[src/rtl/bkpt_pkg.sv]
package bkpt_pkg;

  localparam int MSK_NOASID = 2;
  localparam int QL_RD  = 2;
  localparam int QL_WR  = 3;
  localparam int QL_INS = 4;
  localparam int QL_DAT = 5;

  typedef struct packed {
    logic a_flag;
    logic b_flag;
    logic a_after;
    logic b_data;
    logic b_after;
    logic chain;
  } ctl_t;

  typedef enum logic {SEQ_OPEN = 1'b0, SEQ_SPENT = 1'b1} seq_e;

  function automatic ctl_t ctl_unpack(input logic [15:0] w);
    ctl_t c;
    c.a_flag  = w[15];
    c.b_flag  = w[14];
    c.a_after = w[10];
    c.b_data  = w[7];
    c.b_after = w[6];
    c.chain   = w[3];
    return c;
  endfunction

  function automatic logic [15:0] ctl_pack(input ctl_t c);
    logic [15:0] w;
    w      = '0;
    w[15]  = c.a_flag;
    w[14]  = c.b_flag;
    w[10]  = c.a_after;
    w[7]   = c.b_data;
    w[6]   = c.b_after;
    w[3]   = c.chain;
    return w;
  endfunction

  // code = {mask[3], mask[1:0]}
  function automatic logic [4:0] ign_width(input logic [2:0] code);
    case (code)
      3'b001:  return 5'd10;
      3'b010:  return 5'd12;
      3'b100:  return 5'd16;
      3'b101:  return 5'd20;
      default: return 5'd0;
    endcase
  endfunction

  // code = {qual[6], qual[1:0]}
  function automatic logic size_ok(input logic [2:0] code, input logic [1:0] sz);
    case (code)
      3'b000:  return 1'b1;
      3'b001:  return sz == 2'd0;
      3'b010:  return sz == 2'd1;
      3'b011:  return sz == 2'd2;
      3'b100:  return sz == 2'd3;
      default: return 1'b0;
    endcase
  endfunction

endpackage

[src/rtl/bkpt_chan.sv]
module bkpt_chan
  import bkpt_pkg::*;
#(
  parameter int unsigned AW   = 32,
  parameter int unsigned DW   = 32,
  parameter int unsigned IW   = 8,
  parameter int unsigned RW   = 32,
  parameter int unsigned RA_W = 4,
  parameter int unsigned BASE = 0,
  parameter bit          HAS_DATA = 1'b0
) (
  input  logic            clk_i,
  input  logic            rst_ni,
  input  logic            we_i,
  input  logic [RA_W-1:0] waddr_i,
  input  logic [RW-1:0]   wdata_i,
  input  logic [RA_W-1:0] raddr_i,
  output logic [RW-1:0]   rdata_o,
  input  logic            cyc_valid_i,
  input  logic [AW-1:0]   cyc_addr_i,
  input  logic [IW-1:0]   cyc_asid_i,
  input  logic [1:0]      cyc_size_i,
  input  logic            cyc_write_i,
  input  logic            cyc_insn_i,
  input  logic [DW-1:0]   cyc_data_i,
  input  logic            data_en_i,
  output logic            hit_o
);

  localparam logic [RA_W-1:0] R_ADDR = RA_W'(BASE);
  localparam logic [RA_W-1:0] R_MASK = RA_W'(BASE + 1);
  localparam logic [RA_W-1:0] R_ASID = RA_W'(BASE + 2);
  localparam logic [RA_W-1:0] R_QUAL = RA_W'(BASE + 3);
  localparam logic [RA_W-1:0] R_DATA = RA_W'(BASE + 4);
  localparam logic [RA_W-1:0] R_DMSK = RA_W'(BASE + 5);

  logic [AW-1:0] adr_q;
  logic [3:0]    msk_q;
  logic [IW-1:0] asid_q;
  logic [6:0]    qual_q;

  always_ff @(posedge clk_i or negedge rst_ni) begin
    if (!rst_ni) begin
      adr_q  <= '0;
      msk_q  <= '0;
      asid_q <= '0;
      qual_q <= '0;
    end else if (we_i) begin
      if (waddr_i == R_ADDR) adr_q  <= wdata_i[AW-1:0];
      if (waddr_i == R_MASK) msk_q  <= wdata_i[3:0];
      if (waddr_i == R_ASID) asid_q <= wdata_i[IW-1:0];
      if (waddr_i == R_QUAL) qual_q <= wdata_i[6:0];
    end
  end

  logic [2:0]    mcode;
  logic [4:0]    ign_n;
  logic [AW-1:0] amask;
  logic          addr_ok, asid_ok, sz_ok, dir_ok, typ_ok, data_ok;
  logic [RW-1:0] data_rd;

  assign mcode   = {msk_q[3], msk_q[1:0]};
  assign ign_n   = ign_width(mcode);
  assign amask   = (mcode == 3'b011) ? '1 : ((AW'(1) << ign_n) - AW'(1));
  assign addr_ok = ((cyc_addr_i ^ adr_q) & ~amask) == '0;
  assign asid_ok = msk_q[MSK_NOASID] || (cyc_asid_i == asid_q);
  assign sz_ok   = size_ok({qual_q[6], qual_q[1:0]}, cyc_size_i);
  assign dir_ok  = cyc_write_i ? qual_q[QL_WR] : qual_q[QL_RD];
  assign typ_ok  = cyc_insn_i ? qual_q[QL_INS] : qual_q[QL_DAT];

  generate
    if (HAS_DATA) begin : g_data
      logic [DW-1:0] dat_q, dmsk_q;
      always_ff @(posedge clk_i or negedge rst_ni) begin
        if (!rst_ni) begin
          dat_q  <= '0;
          dmsk_q <= '0;
        end else if (we_i) begin
          if (waddr_i == R_DATA) dat_q  <= wdata_i[DW-1:0];
          if (waddr_i == R_DMSK) dmsk_q <= wdata_i[DW-1:0];
        end
      end
      assign data_ok = !data_en_i || (((cyc_data_i ^ dat_q) & ~dmsk_q) == '0);
      assign data_rd = (raddr_i == R_DATA) ? RW'(dat_q) :
                       (raddr_i == R_DMSK) ? RW'(dmsk_q) : '0;
    end else begin : g_nodata
      logic unused_dat;
      assign unused_dat = ^{data_en_i, cyc_data_i};
      assign data_ok = 1'b1;
      assign data_rd = '0;
    end
  endgenerate

  assign hit_o = cyc_valid_i && addr_ok && asid_ok && sz_ok && dir_ok && typ_ok && data_ok;

  always_comb begin
    rdata_o = data_rd;
    if (raddr_i == R_ADDR) rdata_o = RW'(adr_q);
    if (raddr_i == R_MASK) rdata_o = RW'(msk_q);
    if (raddr_i == R_ASID) rdata_o = RW'(asid_q);
    if (raddr_i == R_QUAL) rdata_o = RW'(qual_q);
  end

  // no direction or no type selected keeps the channel silent
  p_quiet_unprog_r5: assert property (@(posedge clk_i) disable iff (!rst_ni)
    ((qual_q[QL_WR:QL_RD] == 2'b00) || (qual_q[QL_DAT:QL_INS] == 2'b00)) |-> !hit_o);

  // identifier enforced unless ignored
  p_asid_match_r3: assert property (@(posedge clk_i) disable iff (!rst_ni)
    (hit_o && !msk_q[MSK_NOASID]) |-> (cyc_asid_i == asid_q));

endmodule

[src/rtl/bkpt_ctrl.sv]
module bkpt_ctrl
  import bkpt_pkg::*;
#(
  parameter int unsigned RA_W    = 4,
  parameter int unsigned CTL_IDX = 10
) (
  input  logic            clk_i,
  input  logic            rst_ni,
  input  logic            we_i,
  input  logic [RA_W-1:0] waddr_i,
  input  ctl_t            wctl_i,
  input  logic [RA_W-1:0] raddr_i,
  output logic [15:0]     rdata_o,
  input  logic            hit_a_i,
  input  logic            hit_b_i,
  input  logic            cyc_insn_i,
  input  logic            retire_i,
  output logic            data_en_o,
  output logic            brk_o
);

  localparam logic [RA_W-1:0] R_CTL = RA_W'(CTL_IDX);

  ctl_t ctl_q, ctl_d;
  seq_e seq_q, seq_d;
  logic pend_q, pend_d;
  logic ctl_we, a_clr, b_clr;
  logic a_aft, b_aft, armed, fire_seq, brk_now, brk_defer;

  assign ctl_we = we_i && (waddr_i == R_CTL);
  assign a_clr  = ctl_we && !wctl_i.a_flag;
  assign b_clr  = ctl_we && !wctl_i.b_flag;
  assign a_aft  = ctl_q.a_after && cyc_insn_i;
  assign b_aft  = ctl_q.b_after && cyc_insn_i;
  assign armed  = ctl_q.a_flag && (seq_q == SEQ_OPEN);

  always_comb begin
    fire_seq  = 1'b0;
    brk_now   = 1'b0;
    brk_defer = 1'b0;
    if (ctl_q.chain) begin
      fire_seq  = hit_b_i && armed;
      brk_now   = fire_seq && !b_aft;
      brk_defer = fire_seq && b_aft;
    end else begin
      brk_now   = (hit_a_i && !a_aft) || (hit_b_i && !b_aft);
      brk_defer = (hit_a_i && a_aft) || (hit_b_i && b_aft);
    end
  end

  assign brk_o     = brk_now || (pend_q && retire_i);
  assign data_en_o = ctl_q.b_data;

  always_comb begin
    ctl_d = ctl_we ? wctl_i : ctl_q;
    // hardware set beats a simultaneous software clear
    ctl_d.a_flag = hit_a_i || (ctl_q.a_flag && !a_clr);
    ctl_d.b_flag = hit_b_i || (ctl_q.b_flag && !b_clr);
    seq_d = seq_q;
    if (fire_seq)   seq_d = SEQ_SPENT;
    else if (a_clr) seq_d = SEQ_OPEN;
    pend_d = brk_defer || (pend_q && !retire_i);
  end

  always_ff @(posedge clk_i or negedge rst_ni) begin
    if (!rst_ni) begin
      ctl_q  <= '0;
      seq_q  <= SEQ_OPEN;
      pend_q <= 1'b0;
    end else begin
      ctl_q  <= ctl_d;
      seq_q  <= seq_d;
      pend_q <= pend_d;
    end
  end

  assign rdata_o = (raddr_i == R_CTL) ? ctl_pack(ctl_q) : '0;

  // flags stay set unless software clears them
  p_flag_hold_r10: assert property (@(posedge clk_i) disable iff (!rst_ni)
    (ctl_q.a_flag && !ctl_we) |=> ctl_q.a_flag);
  p_hit_sets_flag_r10: assert property (@(posedge clk_i) disable iff (!rst_ni)
    hit_b_i |=> ctl_q.b_flag);

  // no chained break without an open armed sequence
  p_chain_gate_r8: assert property (@(posedge clk_i) disable iff (!rst_ni)
    (ctl_q.chain && !ctl_q.a_flag && !pend_q) |-> !brk_o);
  p_spent_quiet_r8: assert property (@(posedge clk_i) disable iff (!rst_ni)
    (ctl_q.chain && (seq_q == SEQ_SPENT) && !pend_q) |-> !brk_o);

  // fetch matches with after-timing never break before retire
  p_after_defer_r9: assert property (@(posedge clk_i) disable iff (!rst_ni)
    (ctl_q.a_after && ctl_q.b_after && cyc_insn_i && !pend_q) |-> !brk_o);

endmodule

[src/rtl/bkpt_unit.sv]
module bkpt_unit
  import bkpt_pkg::*;
#(
  parameter int unsigned AW      = 32,
  parameter int unsigned DW      = 32,
  parameter int unsigned IW      = 8,
  parameter int unsigned RW      = 32,
  parameter int unsigned RA_W    = 4,
  parameter int unsigned NCH     = 2,
  parameter int unsigned CH_SPAN = 4
) (
  input  logic            clk_i,
  input  logic            rst_ni,
  input  logic            reg_we_i,
  input  logic [RA_W-1:0] reg_waddr_i,
  input  logic [RW-1:0]   reg_wdata_i,
  input  logic [RA_W-1:0] reg_raddr_i,
  output logic [RW-1:0]   reg_rdata_o,
  input  logic            cyc_valid_i,
  input  logic [AW-1:0]   cyc_addr_i,
  input  logic [IW-1:0]   cyc_asid_i,
  input  logic [1:0]      cyc_size_i,
  input  logic            cyc_write_i,
  input  logic            cyc_insn_i,
  input  logic [DW-1:0]   cyc_data_i,
  input  logic            retire_i,
  output logic            break_o
);

  // last channel carries the data compare and two extra registers
  localparam int unsigned CTL_IDX = NCH * CH_SPAN + 2;

  logic [NCH-1:0] ch_hit;
  logic [RW-1:0]  ch_rd [NCH];
  logic [15:0]    ctl_rd;
  logic           b_den;
  ctl_t           wctl;

  assign wctl = ctl_unpack(reg_wdata_i[15:0]);

  generate
    for (genvar i = 0; i < NCH; i++) begin : g_ch
      bkpt_chan #(
        .AW(AW), .DW(DW), .IW(IW), .RW(RW), .RA_W(RA_W),
        .BASE(i * CH_SPAN), .HAS_DATA(i == NCH - 1)
      ) u_chan (
        .clk_i       (clk_i),
        .rst_ni      (rst_ni),
        .we_i        (reg_we_i),
        .waddr_i     (reg_waddr_i),
        .wdata_i     (reg_wdata_i),
        .raddr_i     (reg_raddr_i),
        .rdata_o     (ch_rd[i]),
        .cyc_valid_i (cyc_valid_i),
        .cyc_addr_i  (cyc_addr_i),
        .cyc_asid_i  (cyc_asid_i),
        .cyc_size_i  (cyc_size_i),
        .cyc_write_i (cyc_write_i),
        .cyc_insn_i  (cyc_insn_i),
        .cyc_data_i  (cyc_data_i),
        .data_en_i   (b_den),
        .hit_o       (ch_hit[i])
      );
    end
  endgenerate

  bkpt_ctrl #(.RA_W(RA_W), .CTL_IDX(CTL_IDX)) u_ctrl (
    .clk_i      (clk_i),
    .rst_ni     (rst_ni),
    .we_i       (reg_we_i),
    .waddr_i    (reg_waddr_i),
    .wctl_i     (wctl),
    .raddr_i    (reg_raddr_i),
    .rdata_o    (ctl_rd),
    .hit_a_i    (ch_hit[0]),
    .hit_b_i    (ch_hit[NCH-1]),
    .cyc_insn_i (cyc_insn_i),
    .retire_i   (retire_i),
    .data_en_o  (b_den),
    .brk_o      (break_o)
  );

  always_comb begin
    reg_rdata_o = RW'(ctl_rd);
    for (int i = 0; i < NCH; i++) reg_rdata_o = reg_rdata_o | ch_rd[i];
  end

endmodule

[config.mk]
export PLATFORM = sky130hd
export DESIGN_NAME = bkpt_unit
export DESIGN_NICKNAME = d
export VERILOG_FILES = /design/src/rtl/bkpt_pkg.sv /design/src/rtl/bkpt_chan.sv /design/src/rtl/bkpt_ctrl.sv /design/src/rtl/bkpt_unit.sv
export SDC_FILE = /design/constraint.sdc
export NUM_CORES = 1
export LEC_CHECK = 0
export ABC_AREA = 1
export BUFFER_PORTS_ARGS = -buffer_cell sky130_fd_sc_hd__buf_2
export CORE_ASPECT_RATIO = 1.25
export CORE_MARGIN = 1
export CORE_UTILIZATION = 40
export DETAILED_ROUTE_END_ITERATION = 10
export SETUP_SLACK_MARGIN = 0.02
export SLEW_MARGIN = 25
export SYNTH_ARGS = -nofsm -noshare
export SYNTH_HDL_FRONTEND = slang
export SYNTH_HIERARCHICAL = 1
export SYNTH_SLANG_ARGS = --single-unit
[constraint.sdc]
create_clock -name clk_i -period 2.3 [get_ports clk_i]
set_input_delay 0.46 -clock clk_i [delete_from_list [all_inputs] [get_ports clk_i]]
set_output_delay 0.46 -clock clk_i [all_outputs]
set_load 0.05 [all_outputs]
==> flow_metrics.py, run 1 <==
metrics = {
    "critical_path": {
        "crit_required_ns": 1.84,
        "crit_path_end_kind": "primary output",
        "ff2ff_path_depth": 12,
        "arrival_ns": 2.37,
        "critPathMaxFanout": 2,
        "path_common_cell": "nand2_1",
        "r2r_start": "g_ch[1].u_chan/asid_q[4]$_DFFE_PN0P_",
        "cp_slowest_stage_delay_ns": 0.42,
        "cp_slowest_cell": "dfrtp_1",
        "r2r_end": "u_ctrl/pend_q$_DFF_PN0_",
        "r2r_setup_slack_ns": 0.36,
        "cp-startpoint": "g_ch[1].u_chan/asid_q[4]$_DFFE_PN0P_",
        "critPathKind": "register to primary output",
        "crit_path_start_kind": "register",
        "cp-endpoint": "break_o",
        "path_cells": "xnor2_1 -> nand4_1 -> nor2_1 -> nor2_1 -> nor2_2 -> nand2_2 -> nor2_4 -> buf_6 -> nand2_1 -> nand2_1 -> nand2_1 -> nand3_2 -> buf_8",
    },
    "cts": {
        "worstSkewPairLatency_ns": 0.44,
        "cts.clk_slew.worst_paths_ns": 0.07,
        "clockBufferDepth": 2,
        "clock_sinks": 174,
        "htree_num_levels": 4,
        "tritoncts": "done",
        "cts_buffers": 17,
        "cts_root_buf": "clkbuf_16",
    },
    "status": {
        "violations": "setup timing",
        "outcome": "finished, violations left",
    },
    "synth": {
        "ys_seq_area_share_pct": 41.7,
        "synth_edf_count": 0,
        "synth_top_cell_area_share_pct": 41.7,
        "yosysUniqueCellTypes": 40,
        "syn_inst": 1435,
        "ys_warn_count": 6,
        "synthTopCellsByArea": "dfrtp_1 42%, nand2_1 15%, inv_1 8.2%, o21ai_0 6.5%, nor2_1 4.0%",
        "yosysTopAreaCell": "dfrtp_1",
        "ys.flop_type": "dfrtp_1",
        "syn_area_mm2": 0.0105,
        "ys_async_sr_fraction_pct": 100,
        "synth_seq_cells": 174,
        "syn_avg_cell_area_um2": 7.28,
    },
    "timing": {
        "setup_viol_count_final": 1,
        "setup_ws_ns": -0.533,
        "period_share_pct": 123,
        "hold_viol": 0,
        "post-route-min-period_ns": 2.83,
        "tightest_slew_ns": 0.543,
        "rsz0062_at_grt": "true",
        "max-slew-margin-rel_pct": 63.8,
        "maxSlewViolCount": 0,
        "clock_skew_ns": 0.00995,
        "max_freq_mhz": 353,
    },
    "placed_design": {
        "gp_congestion": 0.901,
        "io_buffers": 153,
        "detailedPlace.worstSlack_ns": -0.586,
        "hpwl_um": 25600,
    },
    "global_routing": {
        "overflow": 0,
        "grt_max_degree": 65,
        "grt_usage_pct": 26.4,
        "grt_pass1_vias": 9918,
        "antenna_found_initial": 2,
        "grt_use_met1_pct": 32.4,
        "grt_use_met2_pct": 46.4,
        "grt_first_pass_wirelength_um": 53500,
        "met3_usage_pct": 4.18,
        "busiest_layer": "met2",
    },
    "drt": {
        "postRouteAntennaNets": 0,
        "first_pass_iters": 5,
        "drc": 0,
        "vias": 10100,
        "via_per_inst": 4.88,
        "wl_um": 34200,
        "wl_per_cell_um": 16.4,
        "initialDrtViolationCount": 645,
    },
    "cells_and_area": {
        "syn_to_final_growth_pct": 31.1,
        "fin_util_pct": 53.8,
        "nets": 1855,
        "drive_above_1_share_pct": 27.1,
        "fillers": 2477,
    },
    "floorplan": {
        "die_y_um": 183,
        "num_io_pins": 154,
        "initial_core_util_pct": 41.1,
        "design.die.area_mm2": 0.0268,
        "coreArea_mm2": 0.0255,
        "rows": 65,
        "dieWidth_um": 147,
    },
    "min_path": {
        "hold_class": "primary input to register",
    },
    "power_and_ir_drop": {
        "power_density_mw_per_mm2": 756,
        "peakVddDrop_mv": 0.548,
        "p_leak_nw": 7.08,
    },
    "job": {
        "max_cap_viol_count": 0,
    },
}
[metal layers]
layer	vias up	wire (um)
met5	-	13
met4	2	971
met3	49	1640
met2	269	17200
met1	4793	14300
li1	5033	-
[cells in the final DEF, fill, tap and decap left out, types with 8 or more instances in the layout]
cell type and n:
nor2_1 104, nand2_2 14, buf_12 10, o21ai_0 130, a21oi_1 11, clkbuf_16 17, o211ai_1 11, or2_1 18
nand3_2 10, conb_1 10, nor2_4 8, a21oi_2 28, xnor2_1 45, xor2_1 18, inv_2 12, o221ai_1 13
nor2_2 29, nand4_1 10, buf_2 119, o21ai_1 27, nand2_1 404, buf_4 154, buf_6 26, inv_1 223
nand3_1 49, dfrtp_1 174
[power by group]
group / internal, mW / switching [mW]
sequential: 3.69 / 0.444
combinational: 1.51 / 1.79
clock: 1.68 / 1.25
[critical path: cells and delay by family, from the launching register on]
family                    cells  cell delay [ns]
DFF                           1             0.42
buffers and inverters         2             0.27
xor gates and xnor gates      1             0.17
and+or+nand+nor              10             1.09
[logic make-up (layout without fill, tap and decap cells)]
kind of cell / after synthesis / count (layout) / synth area share [%]
and+or+nand+nor: 658 / 658 / 26.7
other: 1 / 11 / 0.0359
DFF: 174 / 174 / 41.7
buffers and inverters: 288 / 585 / 11.7
AOI/OAI and AO/OA: 247 / 247 / 14.1
adders and majority gates: 4 / 4 / 0.479
xor gates and xnor gates: 63 / 63 / 5.28
[layout make-up]
cell class                      count  area [um^2]  share of cell area (%)
Antenna cell                        1         2.50                  0.0183
Multi-Input combinational cell    982         5110                    37.3
Clock inverter                      9          111                   0.813
Sequential cell                   174         4350                    31.8
Clock buffer                       21          470                    3.43
Tap cell                          335          419                    3.06
Inverter                          236          893                    6.52
Timing Repair Buffer              319         2340                    17.1
[stage by stage]
step | hold slack, ns | power, mW | area, um^2 | setup TNS, ns | instances
after floorplan | 0.164 | 5.80 | 10500 | 0 | 1444
after global placement | 0.459 | 7.25 | 12700 | -1.15 | 2041
after detailed placement | 0.456 | 7.31 | 12700 | -1.28 | 2041
after CTS | 0.258 | 10.4 | 13500 | -0.507 | 2073
after global routing | 0.277 | 11.0 | 13700 | -0.684 | 2076
final | 0.276 | 10.4 | 13700 | -0.533 | 2077
[worst min path at each step]
stage | to | slack, ns | startpoint | cells past startpoint
3_3_place_gp | g_ch[0].u_chan/adr_q[2]$_DFFE_PN0P_ | 0.46 | rst_ni | 1
6_report | g_ch[1].u_chan/g_data.dmsk_q[17]$_DFFE_PN0P_ | 0.28 | reg_wdata_i[17] | 3
2_1_floorplan | g_ch[0].u_chan/adr_q[0]$_DFFE_PN0P_ | 0.16 | rst_ni | 0
4_1_cts | g_ch[1].u_chan/g_data.dmsk_q[31]$_DFFE_PN0P_ | 0.26 | reg_wdata_i[31] | 3
3_5_place_dp | g_ch[0].u_chan/qual_q[2]$_DFFE_PN0P_ | 0.46 | rst_ni | 1
5_1_grt | g_ch[1].u_chan/g_data.dmsk_q[25]$_DFFE_PN0P_ | 0.28 | reg_wdata_i[25] | 3
[sequential cells by signal, summed over array words and instances, names as in the netlist]
name,flops
g_ch.u_chan/adr_q,64
g_ch.u_chan/g_data.dat_q,32
g_ch.u_chan/g_data.dmsk_q,32
g_ch.u_chan/asid_q,16
g_ch.u_chan/qual_q,14
g_ch.u_chan/msk_q,8
u_ctrl/ctl_q,5
u_ctrl/data_en_o,1
u_ctrl/pend_q,1
u_ctrl/seq_q,1
[synth_stat cells, types with 10 or more instances]
library cell / number
nand2_1: 416
xnor2_1: 45
inv_1: 229
or2_1: 18
o221ai_1: 17
a21oi_2: 25
nor2_1: 110
a21oi_1: 14
o21ai_0: 135
nand3_1: 55
xor2_1: 18
buf_4: 19
nor2_2: 26
clkbuf_1: 14
o211ai_1: 11
o21ai_1: 24
buf_2: 11
dfrtp_1: 174
nand4_1: 10
[repair_timing]
| item | 4_1_cts | 5_1_grt |
|---|---|---|
| buffers inserted | 1 | 3 |
| pin swaps | 12 | 24 |
| setup endpoints to repair | 29 | 33 |
| gates resized for setup | 57 | 70 |
| hold buffers | 1 | 0 |
| hold endpoints to repair | 30 | 0 |
Note: power is estimated with default switching activity, not from simulation.
==> run 2, diff against run 1 <==
- CTS_BUF_LIST: unset -> sky130_fd_sc_hd__clkbuf_4
- HOLD_SLACK_MARGIN: unset -> 0.03
==> flow_metrics.py, run 2 (synthesis gave the netlist of run 1 again) <==
metrics = {
    "status": {
        "outcome": "finished, violations left",
        "violations": "setup timing",
    },
    "critical_path": {
        "r2r_setup_slack_ns": 0.36,
        "critPathMaxFanout": 2,
        "cp-startpoint": "g_ch[1].u_chan/g_data.dat_q[30]$_DFFE_PN0P_",
        "critPathKind": "register to primary output",
        "r2r_start": "g_ch[1].u_chan/g_data.dat_q[30]$_DFFE_PN0P_",
        "crit_required_ns": 1.84,
        "arrival_ns": 2.55,
        "r2r_end": "u_ctrl/pend_q$_DFF_PN0_",
        "ff2ff_path_depth": 15,
        "crit_path_start_kind": "register",
        "cp-endpoint": "break_o",
        "crit_path_end_kind": "primary output",
    },
    "drt": {
        "wl_per_cell_um": 16.4,
        "vias": 10100,
        "wl_um": 34300,
        "via_per_inst": 4.86,
        "postRouteAntennaNets": 0,
        "first_pass_iters": 5,
        "initialDrtViolationCount": 604,
        "drc": 0,
    },
    "power_and_ir_drop": {
        "peakVddDrop_mv": 0.314,
        "pwr-share-clk_pct": 18.8,
        "switchingPower_mw": 3.42,
        "combPwrFrac_pct": 36.8,
        "p_seq_share_pct": 44.4,
        "power_density_mw_per_mm2": 679,
        "internal_power_mw": 5.90,
        "sw_frac_of_total_pct": 36.7,
        "p_leak_nw": 7.05,
    },
    "cts": {
        "worstSkewPairLatency_ns": 0.59,
        "cts_root_buf": "clkbuf_4",
        "clock_sinks": 174,
        "tritoncts": "done",
        "cts.clk_slew.worst_paths_ns": 0.15,
        "clockBufferDepth": 2,
        "htree_num_levels": 4,
        "cts_buffers": 17,
    },
    "cells_and_area": {
        "regMostFlops": "g_ch.u_chan/adr_q",
        "syn_to_final_growth_pct": 31.4,
        "multi_input_area_mm2": 0.00526,
        "nets": 1864,
        "fin_area_mm2": 0.0137,
        "top_regs": "g_ch.u_chan/adr_q x64, g_ch.u_chan/g_data.dat_q x32, g_ch.u_chan/g_data.dmsk_q x32",
        "layout.cells.most_common": "nand2_1",
        "layoutNonFillerInstCount": 2088,
        "fin_util_pct": 53.9,
        "fillers": 2494,
        "drive_above_1_share_pct": 29.7,
        "ff_latch_area_mm2": 0.00435,
        "largest_reg_flops": 64,
        "layout_common_cells": "396 x nand2_1, 206 x inv_1, 174 x dfrtp_1, 145 x buf_4, 131 x o21ai_0",
    },
    "timing": {
        "setup_viol_count_final": 2,
        "tightest_slew_ns": 0.551,
        "whs_ns": 0.113,
        "period_share_pct": 131,
        "maxSlewViolCount": 0,
        "clock_skew_ns": 0.0172,
        "max_freq_mhz": 332,
        "max-slew-margin-rel_pct": 63.2,
        "rsz0062_at_grt": "true",
        "hold_viol": 0,
        "post-route-min-period_ns": 3.01,
        "setup_ws_ns": -0.713,
    },
    "floorplan": {
        "rows": 65,
        "coreArea_mm2": 0.0255,
        "num_io_pins": 154,
        "die_y_um": 183,
        "initial_core_util_pct": 41.1,
        "design.die.area_mm2": 0.0268,
        "dieWidth_um": 147,
    },
    "placed_design": {
        "gp_congestion": 0.901,
        "place_inst": 2041,
        "io_buffers": 153,
        "dpl-instance-area_mm2": 0.0127,
        "hpwl_um": 25600,
    },
    "min_path": {
        "hold_class": "primary input to register",
        "hold_start": "reg_wdata_i[17]",
    },
    "global_routing": {
        "grt_first_pass_wirelength_um": 53100,
        "antenna_found_initial": 4,
        "grt_pass1_vias": 9914,
        "grt_usage_pct": 26.1,
        "grt_max_degree": 65,
        "overflow": 0,
    },
    "job": {
        "max_cap_viol_count": 0,
    },
}
-- run 2: cell count changes in the layout (fill, tap and decap cells not counted), moves of 7 or more --
cell and delta:
clkbuf_16 -17, inv_2 +17, nand2_2 +8, inv_1 -17, nand2_1 -8, buf_8 +7, buf_4 -9, buf_6 +14
clkbuf_4 +12
-- run 2: worst max-delay path, stage by stage (launching register included) --
cell and delay, ns:
dfrtp_1 0.40, or2_1 0.23, nand2_1 0.11, nand2_4 0.07, nor2_2 0.10, nand2_1 0.06
nor2_1 0.10, nand2_1 0.08, nand2_2 0.06, nand2_2 0.06, nor2_4 0.17, buf_6 0.12
nand2_1 0.04, nand2_1 0.06, nand2_1 0.06, nand3_2 0.10, buf_8 0.15
-- run 2: worst min-delay path by stage --
| stage | end | depth (start not counted) | slack (ns) |
|---|---|---|---|
| final | g_ch[1].u_chan/g_data.dmsk_q[17]$_DFFE_PN0P_ | 3 | 0.11 |
| after global routing | g_ch[1].u_chan/g_data.dmsk_q[25]$_DFFE_PN0P_ | 3 | 0.07 |
| after CTS | g_ch[1].u_chan/g_data.dmsk_q[31]$_DFFE_PN0P_ | 3 | 0.06 |
| after detailed placement | g_ch[0].u_chan/qual_q[2]$_DFFE_PN0P_ | 1 | 0.46 |
| after global placement | g_ch[0].u_chan/adr_q[2]$_DFFE_PN0P_ | 1 | 0.46 |
| after floorplan | g_ch[0].u_chan/adr_q[0]$_DFFE_PN0P_ | 0 | 0.16 |
-- run 2: area by class of cell --
cell class              count  area share (%)
diodes                      3          0.0547
clock buffers              18           0.984
clock inverters            12           0.893
inverters                 236            6.51
multi-input cells         983            38.3
flip-flops and latches    174            31.7
well taps                 335            3.05
repair buffers            327            18.5
-- run 2: power by group through the flow --
stage	logic (mW)	registers, mW	clock network [mW]
4_1_cts	3.26	4.12	1.81
2_1_floorplan	1.70	4.11	0
3_5_place_dp	3.13	4.18	0
3_3_place_gp	3.08	4.17	0
6_report	3.43	4.14	1.76
5_1_grt	3.80	4.21	1.91
-- run 2: stage by stage --
stage	setup TNS [ns]	total power [mW]	worst slack (ns)
after floorplan	0	5.80	0.0776
after global placement	-1.15	7.25	-0.562
after detailed placement	-1.28	7.31	-0.586
after CTS	-0.963	9.19	-0.716
after global routing	-1.31	9.93	-0.921
final	-0.770	9.32	-0.713
-- run 2: routing by layer --
metal	global-route usage [%]	vias up	part of all wire (%)
met2	45.6	247	50
met3	4.30	52	4.4
met1	32.0	4774	42
li1	-	5064	-
met4	10.5	2	2.9
met5	0	-	0.038
-- run 2: repair_timing --
item / 4_1_cts / 5_1_grt
cloned: 0 / 1
hold buffers: 1 / 0
resized for setup: 83 / 121
pin swaps: 19 / 38
setup buffers: 0 / 15
endpoints found under the hold margin: 43 / 0
endpoints found under the setup margin: 29 / 33
==> run 3, diff against run 2 <==
- ABC_AREA: 1 -> unset
- CAP_MARGIN: unset -> 10
==> flow_metrics.py, run 3 <==
metrics = {
    "cells_and_area": {
        "fillers": 2133,
        "top_regs": "g_ch.u_chan/adr_q x64, g_ch.u_chan/g_data.dat_q x32, g_ch.u_chan/g_data.dmsk_q x32",
        "regMostFlops": "g_ch.u_chan/adr_q",
        "layout.cells.most_common": "buf_4",
        "fin_util_pct": 57.8,
        "syn_to_final_growth_pct": 40.7,
        "drive_above_1_share_pct": 55.2,
        "largest_reg_flops": 64,
        "nets": 1335,
        "layout_common_cells": "200 x buf_4, 171 x dfrtp_1, 134 x mux2_2, 116 x buf_2, 77 x xnor2_1",
    },
    "floorplan": {
        "coreArea_mm2": 0.0240,
        "rows": 63,
        "initial_core_util_pct": 41.1,
        "num_io_pins": 154,
        "dieWidth_um": 142,
        "design.die.area_mm2": 0.0252,
        "die_y_um": 177,
    },
    "critical_path": {
        "critPathKind": "register to primary output",
        "crit_path_end_kind": "primary output",
        "critPathMaxFanout": 2,
        "arrival_ns": 3.06,
        "ff2ff_path_depth": 12,
        "cp_slowest_stage_delay_ns": 0.42,
        "path_cells": "xnor2_1 -> o22ai_1 -> nor4_1 -> nand4_1 -> a221oi_2 -> buf_4 -> and4b_1 -> a22oi_2 -> o21ai_4 -> buf_6",
        "cp_slowest_cell": "dfrtp_1",
        "crit_required_ns": 1.84,
        "crit_path_start_kind": "register",
    },
    "synth": {
        "syn_area_mm2": 0.00984,
        "syn_inst": 822,
        "yosysTopAreaCell": "dfrtp_1",
        "synth_top_cell_area_share_pct": 44.2,
        "yosysUniqueCellTypes": 60,
        "ys_seq_area_share_pct": 44.2,
        "synth_edf_count": 0,
        "ys.flop_type": "dfrtp_1",
        "synthTopCellsByArea": "dfrtp_1 44%, mux2_2 15%, xnor2_1 6.9%, mux2_4 5.2%, xor2_1 3.0%",
        "ys_async_sr_fraction_pct": 100,
        "ys_warn_count": 6,
        "synth_seq_cells": 174,
        "syn_avg_cell_area_um2": 12.0,
        "synthTopCellsByCount": "174 x dfrtp_1, 134 x mux2_2, 78 x xnor2_1",
        "yosysMostFrequentCell": "dfrtp_1",
    },
    "cts": {
        "cts.clk_slew.worst_paths_ns": 0.18,
        "clock_sinks": 174,
        "clockBufferDepth": 2,
        "cts_root_buf": "clkbuf_4",
        "worstSkewPairLatency_ns": 0.61,
        "cts_buffers": 17,
        "tritoncts": "done",
        "htree_num_levels": 4,
    },
    "placed_design": {
        "gp_congestion": 0.872,
        "io_buffers": 153,
        "hpwl_um": 22700,
    },
    "timing": {
        "rsz0062_at_grt": "true",
        "period_share_pct": 153,
        "maxSlewViolCount": 0,
        "whs_ns": 0.114,
        "max-slew-margin-rel_pct": 66.5,
        "max_freq_mhz": 284,
        "clock_skew_ns": 0.0288,
        "setup_viol_count_final": 36,
        "post-route-min-period_ns": 3.52,
        "setup_tns_ns": -9.97,
        "hold_viol": 0,
        "tightest_slew_ns": 0.501,
        "setup_ws_ns": -1.22,
    },
    "power_and_ir_drop": {
        "pwr-share-clk_pct": 18.7,
        "combPwrFrac_pct": 39.4,
        "p_seq_share_pct": 41.9,
        "internal_power_mw": 6.88,
        "p_leak_nw": 6.56,
        "switchingPower_mw": 3.42,
        "power_density_mw_per_mm2": 744,
        "peakVddDrop_mv": 0.347,
        "sw_frac_of_total_pct": 33.2,
    },
    "global_routing": {
        "grt_pass1_vias": 8375,
        "grt_first_pass_wirelength_um": 47300,
        "antenna_found_initial": 2,
        "grt_usage_pct": 25.6,
        "overflow": 0,
        "grt_max_degree": 68,
    },
    "drt": {
        "first_pass_iters": 6,
        "postRouteAntennaNets": 0,
        "wl_per_cell_um": 19.9,
        "via_per_inst": 5.17,
        "vias": 8009,
        "initialDrtViolationCount": 418,
        "wl_um": 30800,
        "drc": 0,
    },
    "min_path": {
        "hold_class": "primary input to register",
        "hold-path-cell-count": 2,
    },
    "job": {
        "max_cap_viol_count": 0,
    },
    "status": {
        "outcome": "finished, violations left",
        "violations": "setup timing",
    },
}
[run 3: power groups by stage]
stage / registers (mW) / logic, mW / clock network (mW)
global placement: 4.34 / 3.70 / 0
floorplan: 4.29 / 1.89 / 0
detailed placement: 4.36 / 3.75 / 0
CTS: 4.31 / 4.01 / 1.98
finish: 4.32 / 4.06 / 1.93
global route: 4.40 / 4.35 / 2.09
[run 3: layout make-up]
type / instances / area [um^2] / area share [%]
Multi-Input combinational cell: 587 / 5440 / 39.2
Timing Repair Buffer: 400 / 3220 / 23.3
Antenna cell: 1 / 2.50 / 0.0181
Clock buffer: 18 / 135 / 0.976
Sequential cell: 174 / 4360 / 31.5
Tap cell: 325 / 407 / 2.94
Inverter: 30 / 113 / 0.813
Clock inverter: 14 / 175 / 1.26
[run 3: what timing repair did]
item | CTS | global route
pin swaps | 61 | 22
hold buffers | 1 | 0
gates cloned | 2 | 0
hold endpoints to repair | 41 | 0
endpoints found under the setup margin | 37 | 37
setup buffers | 11 | 6
gates resized for setup | 145 | 16
[run 3: cell families after synthesis]
group	Yosys count	synth area share [%]
AOI/OAI and AO/OA	102	7.83
and+or+nand+nor	173	10.7
adders and majority gates	4	0.509
xor gates and xnor gates	112	9.97
DFF	174	44.2
buffers and inverters	70	3.74
other	1	0.0381
muxes	186	23.0
[run 3: metrics by stage]
step                      instance area [um^2]  std cells  setup slack [ns]  power [mW]
after floorplan                          10000        831            -0.280        6.18
after global placement                   12800       1504            -0.855        8.04
after detailed placement                 12800       1504            -0.850        8.11
after CTS                                13800       1544             -1.24        10.3
after global routing                     13800       1549             -1.38        10.8
final                                    13800       1549             -1.22        10.3
[run 3: final timing paths]
path | from | to | slack (ns)
min | reg_wdata_i[12] | g_ch[1].u_chan/g_data.dat_q[12]$_DFFE_PN0P_ | 0.11
max in group asynchronous | rst_ni | g_ch[1].u_chan/msk_q[3]$_DFFE_PN0P_ | 1.21
max | g_ch[1].u_chan/g_data.dat_q[9]$_DFFE_PN0P_ | break_o | -1.22
min reg2reg | u_ctrl/pend_q$_DFF_PN0_ | u_ctrl/pend_q$_DFF_PN0_ | 0.55
min in group asynchronous | rst_ni | g_ch[0].u_chan/adr_q[27]$_DFFE_PN0P_ | 0.31
max reg2reg | g_ch[1].u_chan/g_data.dat_q[9]$_DFFE_PN0P_ | u_ctrl/pend_q$_DFF_PN0_ | -0.44
[run 3: per-layer routing]
metal | global-route usage (%) | wire [um] | vias to the layer above
li1 | - | - | 3762
met1 | 32.2 | 13000 | 3989
met2 | 44.6 | 15700 | 213
met3 | 3.64 | 1220 | 43
met4 | 8.87 | 817 | 2
met5 | 0 | 13 | -
[run 3: critical path, delay by kind of cell, from the launching register on]
family | cells | cell delay [ns]
AOI/OAI and AO/OA | 4 | 0.59
DFF | 1 | 0.42
buffers and inverters | 2 | 0.34
xor gates and xnor gates | 1 | 0.25
and+or+nand+nor | 3 | 0.85
